$ cat src/rtl/sdc_pkg.sv
package sdc_pkg;
  typedef struct packed {
    logic loadDiv;
    logic stepDiv;
    logic commitDiv;
    logic setUnity;
  } compStrobe_t;
endpackage

$ cat src/rtl/sdc_ctrl.sv
module sdc_ctrl
  import sdc_pkg::*;
#(
  parameter int VOLT_W = 16,
  parameter int STEPS  = 32
) (
  input  logic              clk,
  input  logic              rstN,
  input  logic              supplyValid,
  input  logic [VOLT_W-1:0] supplyMv,
  input  logic [VOLT_W-1:0] nominalMv,
  output compStrobe_t       strobe
);
  localparam int CNT_W = $clog2(STEPS);

  typedef enum logic [1:0] {ST_IDLE, ST_RUN, ST_DONE} ctrlState_t;

  ctrlState_t stateQ;
  logic [CNT_W-1:0] stepCntQ;
  logic outOfRange;

  assign outOfRange = (supplyMv == '0) || (supplyMv > nominalMv);

  always_comb begin
    strobe = '0;
    unique case (stateQ)
      ST_IDLE: begin
        if (supplyValid) begin
          if (outOfRange) strobe.setUnity = 1'b1;
          else            strobe.loadDiv  = 1'b1;
        end
      end
      ST_RUN:  strobe.stepDiv   = 1'b1;
      ST_DONE: strobe.commitDiv = 1'b1;
      default: strobe = '0;
    endcase
  end

  always_ff @(posedge clk) begin
    if (!rstN) begin
      stateQ   <= ST_IDLE;
      stepCntQ <= '0;
    end else begin
      unique case (stateQ)
        ST_IDLE: begin
          stepCntQ <= '0;
          if (strobe.loadDiv) stateQ <= ST_RUN;
        end
        ST_RUN: begin
          stepCntQ <= stepCntQ + 1'b1;
          if (stepCntQ == CNT_W'(STEPS - 1)) stateQ <= ST_DONE;
        end
        ST_DONE: stateQ <= ST_IDLE;
        default: stateQ <= ST_IDLE;
      endcase
    end
  end

  // a result is committed only straight after the last division step
  assert_commit_after_step_R4: assert property (@(posedge clk) disable iff (!rstN)
    strobe.commitDiv |-> $past(strobe.stepDiv));

  // a new division never starts while one is in progress
  assert_no_restart_R7: assert property (@(posedge clk) disable iff (!rstN)
    strobe.stepDiv |=> !strobe.loadDiv && !strobe.setUnity);
endmodule

$ cat src/rtl/sdc_datapath.sv
module sdc_datapath
  import sdc_pkg::*;
#(
  parameter int CODE_W    = 16,
  parameter int VOLT_W    = 16,
  parameter int RATIO_W   = 16,
  parameter int RATIO_ONE = 1000,
  parameter int MAX_CODE  = 512
) (
  input  logic              clk,
  input  logic              rstN,
  input  compStrobe_t       strobe,
  input  logic [VOLT_W-1:0] nominalMv,
  input  logic [VOLT_W-1:0] supplyMv,
  input  logic              inValid,
  output logic              inReady,
  input  logic [CODE_W-1:0] inCode,
  output logic              outValid,
  input  logic              outReady,
  output logic [CODE_W-1:0] outCode
);
  localparam int DVD_W  = 2 * VOLT_W;
  localparam int PROD_W = CODE_W + RATIO_W;
  localparam int EXT_W  = PROD_W + 1;
  localparam logic [DVD_W-1:0]   RATIO_MAX_D = DVD_W'((64'd1 << RATIO_W) - 1);
  localparam logic [RATIO_W-1:0] RATIO_MAX   = '1;
  localparam logic [RATIO_W-1:0] UNITY       = RATIO_W'(RATIO_ONE);
  localparam logic [EXT_W-1:0]   DIV_EXT     = EXT_W'(RATIO_ONE);
  localparam logic [EXT_W-1:0]   HALF_EXT    = EXT_W'(RATIO_ONE / 2);
  localparam logic [EXT_W-1:0]   MAX_EXT     = EXT_W'(MAX_CODE);
  localparam logic [CODE_W-1:0]  MAX_OUT     = CODE_W'(MAX_CODE);

  // ---------------- gain divider ----------------
  logic [DVD_W-1:0]   dvdQ;
  logic [VOLT_W-1:0]  remQ;
  logic [VOLT_W-1:0]  divisorQ;
  logic [RATIO_W-1:0] ratioQ;
  logic [VOLT_W:0]    trial;
  logic [VOLT_W:0]    trialDiff;
  logic               trialGe;

  assign trial     = {remQ, dvdQ[DVD_W-1]};
  assign trialGe   = trial >= {1'b0, divisorQ};
  assign trialDiff = trial - {1'b0, divisorQ};

  always_ff @(posedge clk) begin
    if (!rstN) begin
      dvdQ     <= '0;
      remQ     <= '0;
      divisorQ <= '0;
      ratioQ   <= UNITY;
    end else begin
      if (strobe.loadDiv) begin
        dvdQ     <= DVD_W'(nominalMv) * DVD_W'(RATIO_ONE);
        remQ     <= '0;
        divisorQ <= supplyMv;
      end else if (strobe.stepDiv) begin
        remQ <= trialGe ? trialDiff[VOLT_W-1:0] : trial[VOLT_W-1:0];
        dvdQ <= {dvdQ[DVD_W-2:0], trialGe};
      end
      if (strobe.commitDiv) begin
        ratioQ <= (dvdQ > RATIO_MAX_D) ? RATIO_MAX : dvdQ[RATIO_W-1:0];
      end else if (strobe.setUnity) begin
        ratioQ <= UNITY;
      end
    end
  end

  // ---------------- code scaler ----------------
  logic [PROD_W-1:0] product;
  logic [EXT_W-1:0]  rounded;
  logic [CODE_W-1:0] clipped;
  logic              outValidQ;
  logic [CODE_W-1:0] outCodeQ;

  assign product = PROD_W'(inCode) * PROD_W'(ratioQ);
  assign rounded = ({1'b0, product} + HALF_EXT) / DIV_EXT;
  assign clipped = (rounded > MAX_EXT) ? MAX_OUT : rounded[CODE_W-1:0];
  assign inReady = !outValidQ || outReady;

  always_ff @(posedge clk) begin
    if (!rstN) begin
      outValidQ <= 1'b0;
      outCodeQ  <= '0;
    end else if (inValid && inReady) begin
      outValidQ <= 1'b1;
      outCodeQ  <= clipped;
    end else if (outReady) begin
      outValidQ <= 1'b0;
    end
  end

  assign outValid = outValidQ;
  assign outCode  = outCodeQ;

  // output never above full scale
  assert_no_overflow_R3: assert property (@(posedge clk) disable iff (!rstN)
    outValid |-> outCode <= MAX_OUT);

  // the gain never drops below unity
  assert_gain_floor_R5: assert property (@(posedge clk) disable iff (!rstN)
    ratioQ >= UNITY);

  // gain is untouched while the divider iterates
  assert_gain_held_R7: assert property (@(posedge clk) disable iff (!rstN)
    strobe.stepDiv |=> $stable(ratioQ));

  // stalled output holds
  assert_stall_hold_R8: assert property (@(posedge clk) disable iff (!rstN)
    outValid && !outReady |=> outValid && $stable(outCode));
endmodule

$ cat src/rtl/drift_code_comp.sv
module drift_code_comp
  import sdc_pkg::*;
#(
  parameter int CODE_W    = 16,
  parameter int VOLT_W    = 16,
  parameter int RATIO_W   = 16,
  parameter int RATIO_ONE = 1000,
  parameter int MAX_CODE  = 512
) (
  input  logic              clk,
  input  logic              rstN,
  input  logic [VOLT_W-1:0] nominalMv,
  input  logic              supplyValid,
  input  logic [VOLT_W-1:0] supplyMv,
  input  logic              inValid,
  output logic              inReady,
  input  logic [CODE_W-1:0] inCode,
  output logic              outValid,
  input  logic              outReady,
  output logic [CODE_W-1:0] outCode
);
  localparam int STEPS = 2 * VOLT_W;

  compStrobe_t strobe;

  sdc_ctrl #(.VOLT_W(VOLT_W), .STEPS(STEPS)) ctrl_i (
    .clk(clk), .rstN(rstN), .supplyValid(supplyValid),
    .supplyMv(supplyMv), .nominalMv(nominalMv), .strobe(strobe)
  );

  sdc_datapath #(
    .CODE_W(CODE_W), .VOLT_W(VOLT_W), .RATIO_W(RATIO_W),
    .RATIO_ONE(RATIO_ONE), .MAX_CODE(MAX_CODE)
  ) dp_i (
    .clk(clk), .rstN(rstN), .strobe(strobe), .nominalMv(nominalMv),
    .supplyMv(supplyMv), .inValid(inValid), .inReady(inReady),
    .inCode(inCode), .outValid(outValid), .outReady(outReady),
    .outCode(outCode)
  );
endmodule

$ cat config.mk
export PLATFORM = sky130hd
export DESIGN_NAME = drift_code_comp
export DESIGN_NICKNAME = d
export VERILOG_FILES = /design/src/rtl/sdc_pkg.sv /design/src/rtl/sdc_ctrl.sv /design/src/rtl/sdc_datapath.sv /design/src/rtl/drift_code_comp.sv
export SDC_FILE = /design/constraint.sdc
export NUM_CORES = 1
export LEC_CHECK = 0
export ABC_AREA = 1
export BUFFER_PORTS_ARGS = -buffer_cell sky130_fd_sc_hd__buf_4
export CAP_MARGIN = 20
export CORE_MARGIN = 10
export CORE_UTILIZATION = 44
export DETAILED_ROUTE_END_ITERATION = 8
export PLACE_DENSITY = 0.69
export SETUP_SLACK_MARGIN = 0.05
export SYNTH_ARGS = -nofsm -noshare
export SYNTH_HDL_FRONTEND = slang
export SYNTH_HIERARCHICAL = 1
export SYNTH_SLANG_ARGS = --single-unit
$ cat constraint.sdc
create_clock -name clk -period 38.1 [get_ports clk]
set_input_delay 1.905 -clock clk [delete_from_list [all_inputs] [get_ports clk]]
set_output_delay 1.905 -clock clk [all_outputs]
set_load 0.02 [all_outputs]
==> flow_metrics.tcl <==
set metrics [dict create \
    yosys.area.top_type_share_pct 22.08 \
    grt_pass1_wl_um 95710 \
    regToRegSetupSlack_ns 19.17 \
    drc 0 \
    dominantRegCellSynth "dfxtp_1" \
    nets 3820 \
    synth_top_area_cell "fa_1" \
    rows 84 \
    drt-initial-drc-count 1251 \
    fillers 5346 \
    cts.sinks 104 \
    yosys-top-cells-area "fa_1 22%, nand2_1 13%, inv_1 11%" \
    worst_slew_pin_slew_ns 1.044 \
    core_um2 52450 \
    fp.dieH_um 249.7 \
    htreeDepth 3 \
    place_hpwl_um 44930 \
    max_stage_delay_ns 0.60 \
    stdcell_count 4010 \
    crit_path_top_delay_cell "fa_1" \
    clk_pin_slew_ns 0.09 \
    cts_resized 0 \
    final_hold_viol_count 0 \
    rsz0062_at_grt "false" \
    netlist_area_um2 23210 \
    dieArea_um2 62340 \
    avgSynthCellArea_um2 6.989 \
    period_minus_slack_ns 19.70 \
    cts-buffers-inserted 9 \
    via_per_inst 4.987 \
    antenna_cells 0 \
    wl_um 55380 \
    grt_start_max_net_pins 53 \
    overflow 0 \
    vias 20000 \
    mostFrequentLayoutCells "806 x nand2_1, 672 x inv_1, 256 x fa_1" \
    min_path_type "reg2reg" \
    path_max_fanout 16 \
    synth-async-reset-ratio_pct 0 \
    cts_setup_buffers 0 \
    ys_ff_latch 104 \
    ys_types 64 \
    synthToLayoutAreaGrowth_pct 6.048 \
    drv_slew 0 \
    ys_seq_area_share_pct 8.970 \
    worst_setup_path_end_kind "flop" \
    first_pass_iters 6 \
    fmax_ghz 0.05076 \
    io_buffers 70 \
    initial_core_util_pct 44.26 \
    setup_viol 0 \
    synth_warnings 6 \
    cts_buffer_depth 2 \
    final_common_cell "nand2_1" \
    period_share_pct 51.71 \
    ant_nets 0 \
    grt_usage_pct 17.99 \
    maxCapViolCount 0 \
    critPathRequiredTime_ns 38.41 \
    place_congestion 0.9119 \
    cp.arrival_ns 20.01 \
    cts-hold-fix-buffers 0 \
    synth_edf_count 0 \
    grt_antenna_before_repair 2 \
    routedWlPerCell_um 13.81 \
    cts_tree "done" \
    path_class "in2reg" \
    drive_above_1_share_pct 16.04 \
    dp_cells 3992 \
    synthCells 3321 \
    io-pin-count 71 \
    syn_nets 3824 \
    clkLatencyLatePin_ns 0.38 \
    fin_worst_skew_ns 0.01941 \
    die_x_um 249.7 \
    setup_tns_ns 0 \
    grt_pass1_vias 20050 \
    dpl-instance-area_um2 24260 \
    slew_headroom_pct 30.39 \
    stdcell_area_um2 24610 \
    crit_top_cell "nand2_2" \
    cts_root_buffer "clkbuf_16" \
    status "completed" \
    critPathLaunchType "input port" \
]
==> synthesized netlist by cell type (all sizes together), types with 4 or more instances <==
cell type and number:
and2 6, nand3b 8, a211oi 4, clkbuf 89
nand2 995, nor4 12, nand3 223, clkinv 11
o21ai 121, xnor2 18, a21oi 147, nor2 195
ha 194, o21bai 23, dfxtp 104, xor2 53
nand4 26, inv 739, nor3 18, buf 4
o221ai 5, o211ai 20, a31oi 25, o22ai 6
a21o 7, fa 256
==> sequential cells by signal, indices dropped and copies added (netlist names) <==
| register | cells |
|---|---|
| ctrl_i/stateQ | 2 |
| ctrl_i/stepCntQ | 5 |
| dp_i/ratioQ | 16 |
| dp_i/outCode | 16 |
| dp_i/outValid | 1 |
| dp_i/remQ | 16 |
| dp_i/dvdQ | 32 |
| dp_i/divisorQ | 16 |
==> final cells by class <==
cell class | count | area [µm²] | share of cell area (%)
Tap cell | 688 | 860.8 | 3.497
Multi-Input combinational cell | 2374 | 17900 | 72.74
Timing Repair Buffer | 78 | 609.3 | 2.475
Inverter | 750 | 2839 | 11.53
Sequential cell | 104 | 2082 | 8.458
Clock buffer | 9 | 225.2 | 0.9150
Clock inverter | 7 | 93.84 | 0.3812
==> metal layers <==
metal / share of wire (%) / global-route usage (%) / vias to the layer above
met2: 48 / 31.71 / 457
li1: - / - / 10160
met3: 4.7 / 2.217 / 67
met4: 1.9 / 4.000 / 2
met1: 45 / 22.96 / 9314
met5: 0.020 / 0 / -
==> final timing paths <==
check | start | endpoint | depth (start not counted)
max reg2reg | dp_i/ratioQ[8] | dp_i/outCode[5] | 130
min reg2reg | dp_i/outCode[12] | dp_i/outCode[12] | 2
min | dp_i/outCode[12] | dp_i/outCode[12] | 2
max | inCode[5] | dp_i/outCode[5] | 131
==> critical path, delay by kind of cell <==
kind	cells	cell delay [ns]
XOR/XNOR	1	0.25
buffers and inverters	14	1.21
AO/OA/AOI/OAI	11	1.74
adder cells (fa/ha/maj)	7	3.49
AND/OR/NAND/NOR	98	11.27
==> kinds of logic (layout without fill, tap and decap cells) <==
group                    Yosys count  after routing  synth area share [%]
AO/OA/AOI/OAI                    364            364                 9.967
XOR/XNOR                          71             71                 2.760
adder cells (fa/ha/maj)          450            450                 32.54
buffers and inverters            843            844                 13.90
flip-flops                       104            104                 8.970
AND/OR/NAND/NOR                 1489           1489                 31.86
==> stage by stage <==
step	hold slack [ns]	worst slack, ns	utilization, %
floorplan	0.4332	20.16	-
global placement	0.4282	18.24	46.25
detailed placement	0.4304	18.11	46.25
CTS	0.4477	18.48	46.86
global route	0.4558	16.53	46.93
finish	0.4418	18.40	46.93
Power is left out: the tool's default activity adds up to more than one toggle a clock period on the data nets, which glitch-free logic cannot reach.
